`src/rtl/imc_pkg.sv`:
```
package imc_pkg;
  localparam int STREAM_W = 5;
  localparam int CHAN_W   = 7;
  localparam int SEL_W    = 3;

  typedef enum logic [1:0] {
    REG_CTRL  = 2'd0,
    REG_WDATA = 2'd1,
    REG_ABUF  = 2'd2,
    REG_RDATA = 2'd3
  } reg_addr_e;

  localparam int CTRL_EN_BIT   = 0;
  localparam int CTRL_SEL_LSB  = 1;
  localparam int ABUF_CH_LSB   = STREAM_W;
  localparam int ABUF_RD_BIT   = STREAM_W + CHAN_W;
  localparam int ABUF_WR_BIT   = ABUF_RD_BIT + 1;
  localparam int ABUF_DONE_BIT = ABUF_WR_BIT + 1;

  localparam logic [SEL_W-1:0] SEL_DATA_MEM = 3'd1;

  typedef struct packed {
    logic                is_wr;
    logic                data_mem;
    logic [STREAM_W-1:0] stream;
    logic [CHAN_W-1:0]   chan;
  } xfer_t;
endpackage

```
`src/rtl/imc_host_regs.sv`:
```
module imc_host_regs
  import imc_pkg::*;
#(
  parameter int DATA_W = 16
) (
  input  logic              clk_i,
  input  logic              rst_ni,
  input  logic [1:0]        addr_i,
  input  logic              we_i,
  input  logic [DATA_W-1:0] wdata_i,
  output logic [DATA_W-1:0] rdata_o,
  input  logic              busy_i,
  input  logic              exec_i,
  input  logic              done_i,
  input  logic              rd_load_i,
  input  logic [DATA_W-1:0] rd_word_i,
  output logic              launch_o,
  output xfer_t             xfer_o,
  output logic [DATA_W-1:0] wdata_reg_o,
  output logic              mode_en_o,
  output logic              wr_start_o,
  output logic              rd_start_o
);
  logic                mode_en_q;
  logic [SEL_W-1:0]    sel_q;
  logic [DATA_W-1:0]   wdata_q;
  logic [DATA_W-1:0]   rdreg_q;
  logic [STREAM_W-1:0] stream_q;
  logic [CHAN_W-1:0]   chan_q;
  logic                wr_start_q, rd_start_q;

  logic wr_ctrl, wr_wdat, wr_abuf;
  logic wr_rise, rd_rise;

  assign wr_ctrl = we_i && (addr_i == REG_CTRL);
  assign wr_wdat = we_i && (addr_i == REG_WDATA) && !busy_i;
  assign wr_abuf = we_i && (addr_i == REG_ABUF);

  // edge detect against the stored bit; busy blocks every new start
  assign wr_rise = wr_abuf && mode_en_q && !busy_i &&
                   wdata_i[ABUF_WR_BIT] && !wr_start_q;
  assign rd_rise = wr_abuf && mode_en_q && !busy_i &&
                   wdata_i[ABUF_RD_BIT] && !rd_start_q && !wr_rise;
  assign launch_o = wr_rise || rd_rise;

  always_ff @(posedge clk_i or negedge rst_ni) begin
    if (!rst_ni) begin
      mode_en_q  <= 1'b0;
      sel_q      <= '0;
      wdata_q    <= '0;
      rdreg_q    <= '0;
      stream_q   <= '0;
      chan_q     <= '0;
      wr_start_q <= 1'b0;
      rd_start_q <= 1'b0;
    end else begin
      if (wr_ctrl) begin
        mode_en_q <= wdata_i[CTRL_EN_BIT];
        if (!busy_i) sel_q <= wdata_i[CTRL_SEL_LSB +: SEL_W];
      end
      if (wr_wdat) wdata_q <= wdata_i;
      if (wr_abuf && !busy_i) begin
        stream_q <= wdata_i[STREAM_W-1:0];
        chan_q   <= wdata_i[ABUF_CH_LSB +: CHAN_W];
      end
      if (!mode_en_q || exec_i) begin
        wr_start_q <= 1'b0;
        rd_start_q <= 1'b0;
      end else if (launch_o) begin
        wr_start_q <= wr_rise;
        rd_start_q <= rd_rise;
      end
      if (rd_load_i) rdreg_q <= rd_word_i;
    end
  end

  always_comb begin
    rdata_o = '0;
    unique case (addr_i)
      REG_CTRL: begin
        rdata_o[CTRL_EN_BIT]              = mode_en_q;
        rdata_o[CTRL_SEL_LSB +: SEL_W]    = sel_q;
      end
      REG_WDATA: rdata_o = wdata_q;
      REG_ABUF: begin
        rdata_o[STREAM_W-1:0]             = stream_q;
        rdata_o[ABUF_CH_LSB +: CHAN_W]    = chan_q;
        rdata_o[ABUF_RD_BIT]              = rd_start_q;
        rdata_o[ABUF_WR_BIT]              = wr_start_q;
        rdata_o[ABUF_DONE_BIT]            = done_i;
      end
      default: rdata_o = rdreg_q;
    endcase
  end

  assign xfer_o.is_wr    = wr_start_q;
  assign xfer_o.data_mem = (sel_q == SEL_DATA_MEM);
  assign xfer_o.stream   = stream_q;
  assign xfer_o.chan     = chan_q;
  assign wdata_reg_o     = wdata_q;
  assign mode_en_o       = mode_en_q;
  assign wr_start_o      = wr_start_q;
  assign rd_start_o      = rd_start_q;
endmodule

```
`src/rtl/imc_access_seq.sv`:
```
module imc_access_seq #(
  parameter int SLOT_PERIOD = 4
) (
  input  logic clk_i,
  input  logic rst_ni,
  input  logic launch_i,
  input  logic mode_en_i,
  output logic busy_o,
  output logic exec_o,
  output logic done_o
);
  localparam int CNT_W = (SLOT_PERIOD > 1) ? $clog2(SLOT_PERIOD) : 1;
  localparam logic [CNT_W-1:0] SLOT_LAST = CNT_W'(SLOT_PERIOD - 1);

  logic [CNT_W-1:0] slot_q;
  logic             slot_free;
  logic             pending_q, armed_q, done_q;

  always_ff @(posedge clk_i or negedge rst_ni) begin
    if (!rst_ni)                 slot_q <= '0;
    else if (slot_q == SLOT_LAST) slot_q <= '0;
    else                         slot_q <= slot_q + 1'b1;
  end

  assign slot_free = (slot_q == SLOT_LAST);
  // armed stage guarantees at least two edges from accept to execution
  assign exec_o    = armed_q && slot_free && mode_en_i;

  always_ff @(posedge clk_i or negedge rst_ni) begin
    if (!rst_ni) begin
      pending_q <= 1'b0;
      armed_q   <= 1'b0;
      done_q    <= 1'b0;
    end else begin
      if (!mode_en_i) begin
        pending_q <= 1'b0;
        armed_q   <= 1'b0;
      end else if (launch_i) begin
        pending_q <= 1'b1;
        armed_q   <= 1'b0;
      end else if (exec_o) begin
        pending_q <= 1'b0;
        armed_q   <= 1'b0;
      end else if (pending_q) begin
        armed_q   <= 1'b1;
      end
      if (launch_i)    done_q <= 1'b0;
      else if (exec_o) done_q <= 1'b1;
    end
  end

  assign busy_o = pending_q;
  assign done_o = done_q;
endmodule

```
`src/rtl/imc_mem_bank.sv`:
```
module imc_mem_bank
  import imc_pkg::*;
#(
  parameter int DATA_W      = 16,
  parameter int NUM_STREAMS = 4,
  parameter int NUM_CHANS   = 32
) (
  input  logic              clk_i,
  input  logic              rst_ni,
  input  logic              exec_i,
  input  xfer_t             xfer_i,
  input  logic [DATA_W-1:0] wdata_i,
  output logic [DATA_W-1:0] rd_word_o
);
  localparam int DEPTH = NUM_STREAMS * NUM_CHANS;
  localparam int IDX_W = (DEPTH > 1) ? $clog2(DEPTH) : 1;

  logic              in_range;
  logic [IDX_W-1:0]  idx;
  logic              cm_we;
  logic [DATA_W-1:0] cm_word [DEPTH];
  logic [DATA_W-1:0] dm_word;

  assign in_range = (int'(xfer_i.stream) < NUM_STREAMS) &&
                    (int'(xfer_i.chan) < NUM_CHANS);
  assign idx   = IDX_W'(int'(xfer_i.stream) * NUM_CHANS + int'(xfer_i.chan));
  assign cm_we = exec_i && xfer_i.is_wr && !xfer_i.data_mem && in_range;

  for (genvar g = 0; g < DEPTH; g++) begin : g_word
    logic [DATA_W-1:0] word_q;
    always_ff @(posedge clk_i or negedge rst_ni) begin
      if (!rst_ni)                          word_q <= '0;
      else if (cm_we && idx == IDX_W'(g))   word_q <= wdata_i;
    end
    assign cm_word[g] = word_q;
  end

  // read-only data memory image: ones above, channel and stream below
  always_comb begin
    dm_word = '1;
    dm_word[STREAM_W-1:0]                  = xfer_i.stream;
    dm_word[STREAM_W +: CHAN_W]            = xfer_i.chan;
  end

  always_comb begin
    if (!in_range)            rd_word_o = '0;
    else if (xfer_i.data_mem) rd_word_o = dm_word;
    else                      rd_word_o = cm_word[idx];
  end
endmodule

```
`src/rtl/ind_mem_ctrl.sv`:
```
module ind_mem_ctrl
  import imc_pkg::*;
#(
  parameter int DATA_W      = 16,
  parameter int NUM_STREAMS = 4,
  parameter int NUM_CHANS   = 32,
  parameter int SLOT_PERIOD = 4
) (
  input  logic              clk_i,
  input  logic              rst_ni,
  input  logic [1:0]        addr_i,
  input  logic              we_i,
  input  logic [DATA_W-1:0] wdata_i,
  output logic [DATA_W-1:0] rdata_o
);
  logic              launch, exec, busy, done;
  logic              mode_en, wr_start, rd_start;
  logic              rd_load;
  xfer_t             xfer;
  logic [DATA_W-1:0] wdata_reg;
  logic [DATA_W-1:0] rd_word;

  assign rd_load = exec && !xfer.is_wr;

  imc_host_regs #(.DATA_W(DATA_W)) i_regs (
    .clk_i       (clk_i),
    .rst_ni      (rst_ni),
    .addr_i      (addr_i),
    .we_i        (we_i),
    .wdata_i     (wdata_i),
    .rdata_o     (rdata_o),
    .busy_i      (busy),
    .exec_i      (exec),
    .done_i      (done),
    .rd_load_i   (rd_load),
    .rd_word_i   (rd_word),
    .launch_o    (launch),
    .xfer_o      (xfer),
    .wdata_reg_o (wdata_reg),
    .mode_en_o   (mode_en),
    .wr_start_o  (wr_start),
    .rd_start_o  (rd_start)
  );

  imc_access_seq #(.SLOT_PERIOD(SLOT_PERIOD)) i_seq (
    .clk_i     (clk_i),
    .rst_ni    (rst_ni),
    .launch_i  (launch),
    .mode_en_i (mode_en),
    .busy_o    (busy),
    .exec_o    (exec),
    .done_o    (done)
  );

  imc_mem_bank #(
    .DATA_W      (DATA_W),
    .NUM_STREAMS (NUM_STREAMS),
    .NUM_CHANS   (NUM_CHANS)
  ) i_mem (
    .clk_i     (clk_i),
    .rst_ni    (rst_ni),
    .exec_i    (exec),
    .xfer_i    (xfer),
    .wdata_i   (wdata_reg),
    .rd_word_o (rd_word)
  );
endmodule

```
`config.mk`:
```
export PLATFORM = sky130hd
export DESIGN_NAME = ind_mem_ctrl
export DESIGN_NICKNAME = d
export VERILOG_FILES = /design/src/rtl/imc_pkg.sv /design/src/rtl/imc_host_regs.sv /design/src/rtl/imc_access_seq.sv /design/src/rtl/imc_mem_bank.sv /design/src/rtl/ind_mem_ctrl.sv
export SDC_FILE = /design/constraint.sdc
export NUM_CORES = 2
export LEC_CHECK = 0
export BUFFER_PORTS_ARGS = -buffer_cell sky130_fd_sc_hd__clkbuf_2
export CAP_MARGIN = 30
export CORE_MARGIN = 2
export CORE_UTILIZATION = 56
export CTS_CLUSTER_DIAMETER = 120
export DETAILED_ROUTE_END_ITERATION = 7
export PLACE_DENSITY = 0.72
export SYNTH_ARGS = -nofsm -noshare
export SYNTH_HDL_FRONTEND = slang
export SYNTH_SLANG_ARGS = --single-unit
```
`constraint.sdc`:
```
create_clock -name clk_i -period 6 [get_ports clk_i]
set_clock_uncertainty 0.05 [all_clocks]
set_input_delay 1.2 -clock clk_i [delete_from_list [all_inputs] [get_ports clk_i]]
set_output_delay 1.2 -clock clk_i [all_outputs]
set_load 0.01 [all_outputs]
```
## After elaboration in Yosys (flattened, before gate mapping)

Index checks and enable logic that the tools add are counted.

| storage, ports and cells | value |
|---|---|
| ROM bits | 0 |
| logic and storage cells | 463 |
| memory bits (writable) | 0 |
| output and inout port bits | 16 |
| bits of input ports | 21 |
| memories | 0 |
| flip-flop bits (word level) | 2103 |
| latch bits | 0 |

| operators by class | value |
|---|---|
| muxes and demuxes | 22 |
| equality and inequality tests | 133 |
| magnitude comparators | 3 |
| add/sub/neg operators | 2 |
| bitwise operators | 2 |
| div/mod/pow operators | 0 |
| shift-type cells | 0 |
| multipliers | 0 |
| reductions and logical operators | 161 |

Operators by type and width:

| cell | count |
|---|---|
| 7-bit == test, second input constant | 64 |
| 7-bit by 6-bit == test with 1-bit output, second input constant | 32 |
| 1-bit logical AND | 147 |
| 16-bit binary-select mux with 7-bit select | 1 |
| 7-bit by 5-bit == test with 1-bit output, second input constant | 16 |
| 16-bit two-way mux | 4 |
| 7-bit by 4-bit == test with 1-bit output, second input constant | 8 |
| 11-bit one-hot mux with 3 select lines | 1 |
| 7-bit by 3-bit == test with 1-bit output, second input constant | 4 |
| 7-bit by 2-bit == test with 1-bit output, second input constant | 2 |
| 1-bit two-way mux | 13 |
| 4-bit one-hot mux with 3 select lines | 1 |
| 8-bit >= comparator, second input constant | 1 |
| 7-bit inverter with 8-bit output | 1 |
| 7-bit adder | 1 |
| 7-bit by 1-bit == test with 1-bit output, second input constant | 1 |
| 7-bit zero test | 1 |
| 7-bit by 6-bit < comparator with 1-bit output, second input constant | 1 |
| 1-bit zero test | 6 |
| 5-bit by 3-bit < comparator with 1-bit output, second input constant | 1 |
| 2-bit == test, second input constant | 2 |
| 4-bit by 2-bit inequality test with 1-bit output, second input constant | 1 |
| 2-bit nonzero test | 2 |
| 3-bit by 1-bit == test with 1-bit output, second input constant | 1 |
| 10 further kinds | 11 |

## Depth between registers and ports, before layout

| depth | value |
|---|---|
| depth after elaboration | 11 |
| gate-level depth with buffers | 12 |

## Modules after synthesis

A second synthesis with hierarchy kept.

| unflattened totals | value |
|---|---|
| cell total of the unflattened synthesis | 6009 |
| area, all modules | 97439.7 µm² |

By module, submodules not included:

| module | sequential area each (µm²) | area an instance (µm²) | cells each | times used |
|---|---|---|---|---|
| imc_mem_bank | 51249.2 | 94878.5 | 5839 | 1 |
| imc_host_regs | 1251.2 | 2346.0 | 153 | 1 |
| imc_access_seq | 125.1 | 201.4 | 16 | 1 |
| ind_mem_ctrl | 0.0 | 13.8 | 1 | 1 |

## Least setup slack after synthesis

Ideal clock, no wire load.

| timing path | value |
|---|---|
| path type | input to output |
| start point | input addr_i[1] |
| end point | output rdata_o[10] |
| required time | 4750 ps |
| stages on the path | 4 |
| buffers on the path | 2 |
| path slack | 2286 ps |
| data arrival time | 2464 ps |
| path through | clkbuf_1 > buf_1 > mux2_2 > a22o_1 |

| on the way | value |
|---|---|
| word-level cells in the longest chain between the ends | 2 |
| elaborated cells on any way between the ends | 4 |
| classes of those cells | 2 x eq/ne; 1 x mux; 1 x reduce/logical |

Ends and longest elaborated chain:

| item | line | source |
|---|---|---|
| start, declared | ind_mem_ctrl.sv:11 | `input logic [1:0] addr_i,` |
| 2-bit == test (tied with other cells) | imc_host_regs.sv:79 | `unique case (addr_i)` |
| 11-bit one-hot mux with 3 select lines * | imc_host_regs.sv:79 |  |
| end, declared | ind_mem_ctrl.sv:14 | `output logic [DATA_W-1:0] rdata_o` |

Mark *: on every way between the ends. The rest lies on a longest branch, timed or not.

## Final worst setup path

| timing path | value |
|---|---|
| start point | register i_regs.chan_q[6] |
| end point | register i_mem.g_word[75].word_q[15] |

| on the way | value |
|---|---|
| word-level cells in the longest chain between the ends | 4 |
| elaborated cells on any way between the ends | 6 |
| classes of those cells | 1 x add/sub; 1 x order compare; 1 x eq/ne; 3 x reduce/logical |

Ends and longest elaborated chain:

| item | line | source |
|---|---|---|
| start, declared | imc_host_regs.sv:29 | `logic [CHAN_W-1:0] chan_q;` |
| start signal, assigned | imc_host_regs.sv:64 | `chan_q <= wdata_i[ABUF_CH_LSB +: CHAN_W];` |
| parallel branches: the longest is 3 deep, another holds 7-bit adder | -- |  |
| 1-bit logical AND * | imc_mem_bank.sv:33 | `else if (cm_we && idx == IDX_W'(g)) word_q <= wdata_i;` |
| end signal, assigned | imc_mem_bank.sv:33 |  |
| end, declared | imc_mem_bank.sv:30 | `logic [DATA_W-1:0] word_q;` |

Every way passes the cells marked *.
A chain may end at the register's enable or synchronous reset.

==> impl_metrics.yaml <==
clock_network:
  root_buffer: "clkbuf_16"
  clk_pin_slew_ns: 0.06
  cts_tree: "done"
  cts_made_buffers: 212
  clock_sinks: 2103
  htreeDepth: 4
  cts_resized: 0
  holdBufCountCts: 0
  insertion_delay_ns: 0.90
  cts_setup_buffers: 0
  cts.path.max_buffers: 3
grt:
  grt_remaining_overflow: 0
  grt_pass1_vias: 58421
  grt_use_total_pct: 31.6
  grt_pass1_wl_mm: 405
  antenna_found_initial: 7
  grt_max_degree: 173
yosys:
  yosysWarnings: 0
  syn_nets: 6266
  synth_edf_count: 0
  syn_area_um2: 96400
  synth_seq_cells: 2103
  synthDistinctLibCells: 64
  syn-instance-count: 6243
  synthArstFlopShare_pct: 100
  synth-main-ff-cell: "dfrtp_1"
  ys_seq_area_share_pct: 54.6
  syn_avg_cell_area_um2: 15.4
pwr:
  clkPwrFrac_pct: 41.3
  seq_power_share_pct: 44.4
  ir_worst_vdd_uv: 291
  comb_power_share_pct: 14.3
  power_density_nw_per_um2: 315
  power.leakage_nw: 50.8
  power_switching_mw: 9.93
  p_total_mw: 33.6
  p_int_mw: 23.6
  switching_share_pct: 29.6
setup_path:
  cp_data_arrival_time_ns: 5.06
  worstSetupEndpointType: "flop"
  path_max_fanout: 11
  r2r-end: "i_mem.g_word[75].word_q[15]$_DFFE_PN0P_"
  critPathLaunchType: "flop"
  endpoint: "i_mem.g_word[75].word_q[15]$_DFFE_PN0P_"
  criticalPathCategory: "flop to flop"
  cp.required_ns: 6.69
  rr_worst_depth: 8
  rrSetupSlack_ns: 1.63
  worstReg2RegStart: "i_regs.chan_q[6]$_DFFE_PN0P_"
  startpoint: "i_regs.chan_q[6]$_DFFE_PN0P_"
cells_and_area:
  antennaDiodeCount: 0
  regArea_um2: 52700
  post-route-util_pct: 62.2
  fillerInstances: 12640
  fin_nets: 6153
  drive_gt1_share_pct: 52.4
  multi_input_area_um2: 41100
  syn_to_final_growth_pct: 10.5
placed_design:
  routabilityCongestion: 0.991
  hpwlAfterDp_mm: 171
  io_buffers: 36
sta:
  rsz0062_at_grt: "no"
  tns_ns: 0
  fmax_ghz: 0.229
  relSlewSlack_pct: 7.29
  whs_ns: 0.194
  worst_pin_slew_ns: 1.39
  hold_viol_final: 0
  maxSlewViolCount: 0
  finalSetupViolations: 0
  min_period_ns: 4.37
  fin_crit_sh_pct: 72.8
job:
  maxCapViolCount: 0
die:
  core_um2: 171000
  die-height_um: 419
  die_x_um: 419
  die-area_um2: 176000
  rows: 152
  ios: 37
  initial_core_util_pct: 56.3
drt:
  wl_per_cell_um: 31.6
  ant_nets: 0
  first_pass_iters: 6
  routed_via_density: 6.52
  drt-total-wl_mm: 272
  post-route-drc-count: 0
  vias: 56256
  drt_iter0_drc: 5313
hold_path:
  min_path_type: "primary input to async pin"
run_status:
  status: "finished, final reports clean"
[cell usage after synthesis, drive strengths merged, types with 3 or more instances]
library cell / n / share of area (%)
a2111oi: 3 / 0.027
a211oi: 13 / 0.10
a21oi: 89 / 0.46
a221oi: 5 / 0.045
a22o: 23 / 0.21
a22oi: 150 / 1.2
a31oi: 9 / 0.058
a41oi: 3 / 0.027
and2: 6 / 0.039
buf: 309 / 1.9
clkbuf: 266 / 1.0
dfrtp: 2103 / 55
inv: 4 / 0.016
mux2: 2112 / 25
mux2i: 239 / 2.5
mux4: 427 / 10
nand2: 87 / 0.35
nand2b: 8 / 0.052
nand3: 51 / 0.43
nand4: 15 / 0.097
nor2: 151 / 1.2
nor2b: 16 / 0.10
nor3: 39 / 0.20
nor3b: 4 / 0.031
nor4: 10 / 0.065
o21ai: 20 / 0.10
o221ai: 8 / 0.073
o22ai: 27 / 0.18
o31ai: 6 / 0.047
o32a: 4 / 0.042
o41ai: 4 / 0.036
or4: 3 / 0.023
[cell families (layout without fill, tap and decap cells)]
family	after synthesis	in the layout	synth area share, %
multiplexers	2778	2778	37.1
flip-flops	2103	2103	54.6
buffers and inverters	579	650	2.90
AND/OR/NAND/NOR	403	403	2.69
AO/OA/AOI/OAI	375	375	2.67
XOR/XNOR	3	3	0.0350
adder cells (fa/ha/maj)	2	2	0.0259
[power groups by stage]
| stage | sequential, mW | clock [mW] | combinational [mW] |
|---|---|---|---|
| after detailed placement | 15.1 | 0 | 4.67 |
| after global placement | 15.2 | 0 | 4.60 |
| final | 14.9 | 13.8 | 4.81 |
| after CTS | 14.9 | 14.0 | 4.68 |
| after floorplan | 14.5 | 0 | 2.93 |
| after global routing | 14.9 | 14.6 | 4.93 |
[registers in the layout, indices dropped and copies added, names as in the netlist, 2 cells and up]
signal	flops
i_regs.sel_q	3
i_regs.wdata_reg_o	16
i_regs.stream_q	5
i_regs.rdreg_q	16
i_regs.chan_q	7
i_mem.g_word.word_q	2048
i_seq.slot_q	2
[metrics by stage]
step,area (um^2),std cells,worst slack [ns]
final,107000,8624,1.63
after global routing,107000,8624,1.62
after CTS,106000,8615,1.61
after detailed placement,99100,8217,1.66
after global placement,98600,8186,1.54
after floorplan,96400,6243,2.29
[how the worst min path moves through the flow]
stage                                   start                                       to  cells past startpoint
floorplan           i_seq.slot_q[0]$_DFF_PN0_                i_seq.slot_q[0]$_DFF_PN0_                      1
global placement    i_seq.slot_q[0]$_DFF_PN0_                i_seq.slot_q[0]$_DFF_PN0_                      1
detailed placement  i_seq.slot_q[0]$_DFF_PN0_                i_seq.slot_q[0]$_DFF_PN0_                      1
CTS                                    rst_ni  i_mem.g_word[101].word_q[3]$_DFFE_PN0P_                      1
global route                           rst_ni  i_mem.g_word[101].word_q[3]$_DFFE_PN0P_                      1
finish                                 rst_ni  i_mem.g_word[101].word_q[3]$_DFFE_PN0P_                      1
[cell type report]
| cell class | instances | area share, % |
|---|---|---|
| Timing Repair Buffer | 248 | 2.36 |
| Tap cell | 2310 | 2.71 |
| Clock buffer | 319 | 5.92 |
| Clock inverter | 79 | 0.995 |
| Inverter | 4 | 0.0164 |
| Multi-Input combinational cell | 3561 | 38.6 |
| Sequential cell | 2103 | 49.4 |
[critical path, cell delays in order (launching register included)]
cell,delay [ns]
dfrtp_1,0.49
or4_1,0.61
nor2_1,0.11
and4_1,0.51
buf_4,0.35
nand3_2,0.71
nor2_2,0.77
buf_8,0.24
mux2_2,0.35
[cell usage in the layout (no fill, tap or decap), types with 31 or more instances in the layout]
cell type  count
clkbuf_1      48
buf_12        31
nor2_4        56
nand3_1       35
clkbuf_2      35
nor3_1        39
mux4_2       427
buf_4        143
nand2_1       84
clkinv_2      44
clkbuf_16    213
a21oi_1       89
clkbuf_8      58
mux2_2      2099
dfrtp_1     2083
mux2i_1      239
nor2_2        75
a22oi_1      150
[routing by layer]
layer / track usage (%) / share of wire, % / wire [um]
met5: 0 / 0.065 / 176
met3: 7.74 / 7.8 / 21200
met1: 43.1 / 41 / 111000
met2: 47.8 / 46 / 125000
met4: 15.0 / 5.3 / 14500
(Power assumes the default switching activity.)
